--- config.mk ---
export PLATFORM = sky130hd
export DESIGN_NAME = tcmp_unit
export DESIGN_NICKNAME = d
export VERILOG_FILES = /design/src/rtl/tcmp_pkg.sv /design/src/rtl/tcmp_wr_path.sv /design/src/rtl/tcmp_cmp_regs.sv /design/src/rtl/tcmp_match_flag.sv /design/src/rtl/tcmp_unit.sv
export SDC_FILE = /design/constraint.sdc
export NUM_CORES = 1
export LEC_CHECK = 0
export ABC_AREA = 1
export CAP_MARGIN = 20
export CORE_ASPECT_RATIO = 0.5
export CORE_MARGIN = 2
export CORE_UTILIZATION = 59
export CTS_BUF_LIST = sky130_fd_sc_hd__clkbuf_4 sky130_fd_sc_hd__clkbuf_8
export DETAILED_ROUTE_END_ITERATION = 10
export DONT_BUFFER_PORTS = 1
export GPL_ROUTABILITY_DRIVEN = 0
export GPL_TIMING_DRIVEN = 0
export PLACE_DENSITY = 0.88
export SYNTH_ARGS = -nofsm -noshare
export SYNTH_HDL_FRONTEND = slang
export SYNTH_HIERARCHICAL = 1
export SYNTH_SLANG_ARGS = --single-unit
--- constraint.sdc ---
create_clock -name clk -period 1.2 [get_ports clk]
set_clock_uncertainty 0.2 [all_clocks]
set_input_delay 0.36 -clock clk [delete_from_list [all_inputs] [get_ports clk]]
set_output_delay 0.36 -clock clk [all_outputs]
set_load 0.005 [all_outputs]
--- src/rtl/tcmp_pkg.sv ---
package tcmp_pkg;

  typedef enum logic [1:0] {
    UPD_NOW = 2'b00,
    UPD_TOP = 2'b01,
    UPD_BOT = 2'b10,
    UPD_RSV = 2'b11
  } upd_mode_e;

  // buffered modes defer the commit to a counter extreme
  function automatic logic mode_buffered(upd_mode_e m);
    return (m == UPD_TOP) || (m == UPD_BOT);
  endfunction

  // edge at which the buffer is copied into the active register
  function automatic logic upd_strobe(upd_mode_e m, logic tk, logic top, logic bot);
    return tk && (((m == UPD_TOP) && top) || ((m == UPD_BOT) && bot));
  endfunction

  // next flag state: a set wins over any clear on the same edge
  function automatic logic flag_next(logic cur, logic set, logic clr);
    return set ? 1'b1 : (clr ? 1'b0 : cur);
  endfunction

endpackage

--- src/rtl/tcmp_wr_path.sv ---
module tcmp_wr_path #(
  parameter int BUS_W = 8,
  localparam int WORD_W = 2 * BUS_W
) (
  input  logic              clk,
  input  logic              rst_n,
  input  logic              wr_en,
  input  logic              wr_hi,
  input  logic [BUS_W-1:0]  wr_data,
  output logic [BUS_W-1:0]  temp_q,
  output logic              commit,
  output logic [WORD_W-1:0] commit_val
);

  always_ff @(posedge clk or negedge rst_n) begin
    if (!rst_n)
      temp_q <= '0;
    else if (wr_en && wr_hi)
      temp_q <= wr_data;
  end

  assign commit     = wr_en && !wr_hi;
  assign commit_val = {temp_q, wr_data};

endmodule

--- src/rtl/tcmp_cmp_regs.sv ---
module tcmp_cmp_regs
  import tcmp_pkg::*;
#(
  parameter int W = 16
) (
  input  logic         clk,
  input  logic         rst_n,
  input  logic         commit,
  input  logic [W-1:0] commit_val,
  input  upd_mode_e    mode,
  input  logic         tick,
  input  logic         at_top,
  input  logic         at_bottom,
  output logic [W-1:0] buf_q,
  output logic [W-1:0] act_q,
  output logic         upd_stb
);

  logic buffered;

  assign buffered = mode_buffered(mode);
  assign upd_stb  = upd_strobe(mode, tick, at_top, at_bottom);

  always_ff @(posedge clk or negedge rst_n) begin
    if (!rst_n)
      buf_q <= '0;
    else if (commit)
      buf_q <= commit_val;
  end

  always_ff @(posedge clk or negedge rst_n) begin
    if (!rst_n)
      act_q <= '0;
    else if (buffered) begin
      if (upd_stb)
        act_q <= buf_q;
    end else if (commit)
      act_q <= commit_val;
  end

endmodule

--- src/rtl/tcmp_match_flag.sv ---
module tcmp_match_flag
  import tcmp_pkg::*;
#(
  parameter int W = 16
) (
  input  logic         clk,
  input  logic         rst_n,
  input  logic         tick,
  input  logic [W-1:0] cnt,
  input  logic [W-1:0] act,
  input  logic         flag_clr,
  input  logic         irq_ack,
  input  logic         irq_en,
  output logic         eq,
  output logic         match_q,
  output logic         flag_set,
  output logic         flag_q,
  output logic         irq
);

  assign eq       = (cnt == act);
  assign flag_set = tick && match_q;

  always_ff @(posedge clk or negedge rst_n) begin
    if (!rst_n)
      match_q <= 1'b0;
    else if (tick)
      match_q <= eq;
  end

  always_ff @(posedge clk or negedge rst_n) begin
    if (!rst_n)
      flag_q <= 1'b0;
    else
      flag_q <= flag_next(flag_q, flag_set, flag_clr || irq_ack);
  end

  assign irq = flag_q && irq_en;

endmodule

--- src/rtl/tcmp_unit.sv ---
module tcmp_unit
  import tcmp_pkg::*;
#(
  parameter int BUS_W = 8,
  localparam int CNT_W = 2 * BUS_W
) (
  input  logic             clk,
  input  logic             rst_n,
  input  logic             tick,
  input  logic [CNT_W-1:0] cnt,
  input  logic             at_top,
  input  logic             at_bottom,
  input  logic [1:0]       upd_mode,
  input  logic             wr_en,
  input  logic             wr_hi,
  input  logic [BUS_W-1:0] wr_data,
  input  logic             flag_clr,
  input  logic             irq_ack,
  input  logic             irq_en,
  output logic [CNT_W-1:0] active_val,
  output logic [CNT_W-1:0] top_val,
  output logic             match,
  output logic             flag,
  output logic             irq
);

  // named internal events, visible to the bound checker
  logic [BUS_W-1:0] temp_q;
  logic             commit;
  logic [CNT_W-1:0] commit_val;
  logic [CNT_W-1:0] buf_q;
  logic             upd_stb;
  logic             eq;
  logic             flag_set;
  upd_mode_e        mode;

  assign mode = upd_mode_e'(upd_mode);

  tcmp_wr_path #(.BUS_W(BUS_W)) u_wr (
    .clk        (clk),
    .rst_n      (rst_n),
    .wr_en      (wr_en),
    .wr_hi      (wr_hi),
    .wr_data    (wr_data),
    .temp_q     (temp_q),
    .commit     (commit),
    .commit_val (commit_val)
  );

  tcmp_cmp_regs #(.W(CNT_W)) u_regs (
    .clk        (clk),
    .rst_n      (rst_n),
    .commit     (commit),
    .commit_val (commit_val),
    .mode       (mode),
    .tick       (tick),
    .at_top     (at_top),
    .at_bottom  (at_bottom),
    .buf_q      (buf_q),
    .act_q      (active_val),
    .upd_stb    (upd_stb)
  );

  tcmp_match_flag #(.W(CNT_W)) u_flag (
    .clk      (clk),
    .rst_n    (rst_n),
    .tick     (tick),
    .cnt      (cnt),
    .act      (active_val),
    .flag_clr (flag_clr),
    .irq_ack  (irq_ack),
    .irq_en   (irq_en),
    .eq       (eq),
    .match_q  (match),
    .flag_set (flag_set),
    .flag_q   (flag),
    .irq      (irq)
  );

  assign top_val = active_val;

endmodule

==> flow_summary.json <==
{
  "mappedNetlistArea_mm2": 0.002444,
  "wirelength_um": 6064,
  "critPathRequiredTime_ps": 640,
  "htree_levels": 2,
  "hold_viol_final": 42,
  "cts_made_buffers": 5,
  "ir_drop_uv": 659.9,
  "cts_tree": "yes",
  "power_density_mw_per_mm2": 1445,
  "tns_ps": -6435,
  "cts.sink_count": 42,
  "io_pins": 71,
  "finalSetupViolCount": 48,
  "clk_pin_slew_ps": 80,
  "drv_slew": 0,
  "tightest_slew_ps": 326.4,
  "crit_arrival_ps": 890,
  "start_kind": "flop",
  "clockRootBuffer": "clkbuf_8",
  "cp_slowest_cell": "dfrtp_2",
  "clkLatencyLatePin_ps": 300,
  "rows": 16,
  "drive_above_1_share_pct": 25.63,
  "worst-path-max-fanout": 5,
  "start_util_pct": 61.96,
  "layout_min_cycle_time_ps": 1451,
  "drc": 0,
  "grt_max_degree": 43,
  "nFillCells": 269,
  "syn_area_per_cell_um2": 7.187,
  "die_y_um": 49.51,
  "yosys_warnings": 6,
  "critPathKind": "flop to output pin",
  "grt_pass1_wl_um": 8838,
  "hold_ws_ps": -449.0,
  "route.antenna.remaining_nets": 0,
  "area.sequential_mm2": 0.001071,
  "clock_path_buffers": 2,
  "drt-initial-drc-count": 228,
  "critical-path-top-delay-family": "flip-flops",
  "area_delta_synth_final_pct": 19.82,
  "syn_inst": 340,
  "first_pass_iters": 5,
  "grt-ovfl-total": 0,
  "maxCapViolations": 0,
  "violations": "negative hold slack, negative setup slack",
  "port_buffers": 0,
  "first_global_vias": 1906,
  "p_leak_nw": 1.599,
  "die_w_um": 95.02,
  "hpwl_um": 3953,
  "fin_crit_sh_pct": 120.9,
  "cts_hold_buf": 4,
  "core_mm2": 0.003944,
  "cp_cell_sequence": "buf_6",
  "grt_use_total_pct": 24.77,
  "via_per_inst": 5.296,
  "dp_slack_ps": -493.4,
  "final_area_mm2": 0.002928,
  "nets": 392,
  "status": "finished with violations",
  "max_freq_mhz": 689.4,
  "num_antenna_cells": 0,
  "vias": 2166,
  "antenna_found_initial": 0,
  "die-area_mm2": 0.004704,
  "maxSlewHeadroom_pct": 78.01,
  "critPathBufInv": 1,
  "hp-class": "input pin to async pin",
  "routedWlPerCell_um": 14.83,
  "slowest_delay_ps": 460,
  "multi_input_area_mm2": 0.001037,
  "rsz0062_at_grt": "yes",
  "fin_ws_ps": -250.6,
  "final_cells": 409,
  "place_area_mm2": 0.002574,
  "placed_cells": 394,
  "cp-end-kind": "output pin",
  "syn-num-nets": 378,
  "r2r_slack_ps": -220
}
## worst paths after layout
path,from,end,cells past startpoint
worst min-delay path,rst_n,u_regs/act_q[3],0
max in group asynchronous,rst_n,u_regs/act_q[10],0
min in group clk,tick,u_flag/match_q,2
worst max register to register,u_regs/act_q[5],u_flag/match_q,7
worst max-delay path,u_regs/act_q[1],top_val[1],1
worst min register to register,u_regs/buf_q[14],u_regs/buf_q[14],2
## per-stage QoR
step	total power (W)	hold slack, ps	utilization [%]
finish	0.004230	-449.0	74.24
global route	0.004462	-464.4	74.24
CTS	0.004091	-454.7	70.94
detailed placement	0.002982	-134.5	65.26
global placement	0.002925	-134.4	65.26
floorplan	0.002757	-135.6	-
## state kept, by name, indices dropped and copies added (netlist names)
signal,flops
u_regs/buf_q,16
u_regs/act_q,16
u_flag/flag_q,1
u_flag/match_q,1
u_wr/temp_q,8
## layout by cell type, fill, tap and decap left out, types with 2 or more instances in the layout
master / n
buf_6: 25
dlygate4sd3_1: 3
dfrtp_1: 26
nand3_1: 25
nand2_1: 113
dfrtp_2: 16
nand2_4: 6
nand2_2: 10
o21ai_2: 2
o21ai_0: 7
inv_1: 46
buf_4: 12
nor2_1: 18
o21ai_1: 23
nand2_8: 2
clkbuf_8: 7
## where the power goes
group / switching (W) / internal (W) / total, W
clock: 0.000471 / 0.000487 / 0.000958
combinational: 0.000624 / 0.000636 / 0.00126
sequential: 0.000316 / 0.00170 / 0.00201
## final cells by class
cell class,instances,share of cell area (%)
flip-flops and latches,42,36.58
multi-input cells,212,35.43
plain buffers,36,13.08
inverters,49,6.624
clock buffers,7,3.077
repair buffers,8,2.735
well taps,54,2.308
clock inverters,1,0.1709
## per-layer routing
metal / global-route usage, % / wire, um / up-vias / part of all wire (%)
met5: 0 / 0 / - / 0
met4: 8.213 / 119 / 0 / 2.0
met3: 5.810 / 634 / 18 / 10
met2: 38.89 / 2826 / 127 / 47
met1: 34.21 / 2484 / 984 / 41
li1: - / - / 1037 / -
## what timing repair did
| action | 4_1_cts | 5_1_grt |
|---|---|---|
| endpoints found under the hold margin | 44 | 42 |
| gates resized for setup | 33 | 47 |
| setup endpoints to repair | 52 | 50 |
| gates cloned | 0 | 1 |
| pin swaps | 7 | 7 |
| buffers inserted | 2 | 1 |
Power figures use the tool's default switching activity.
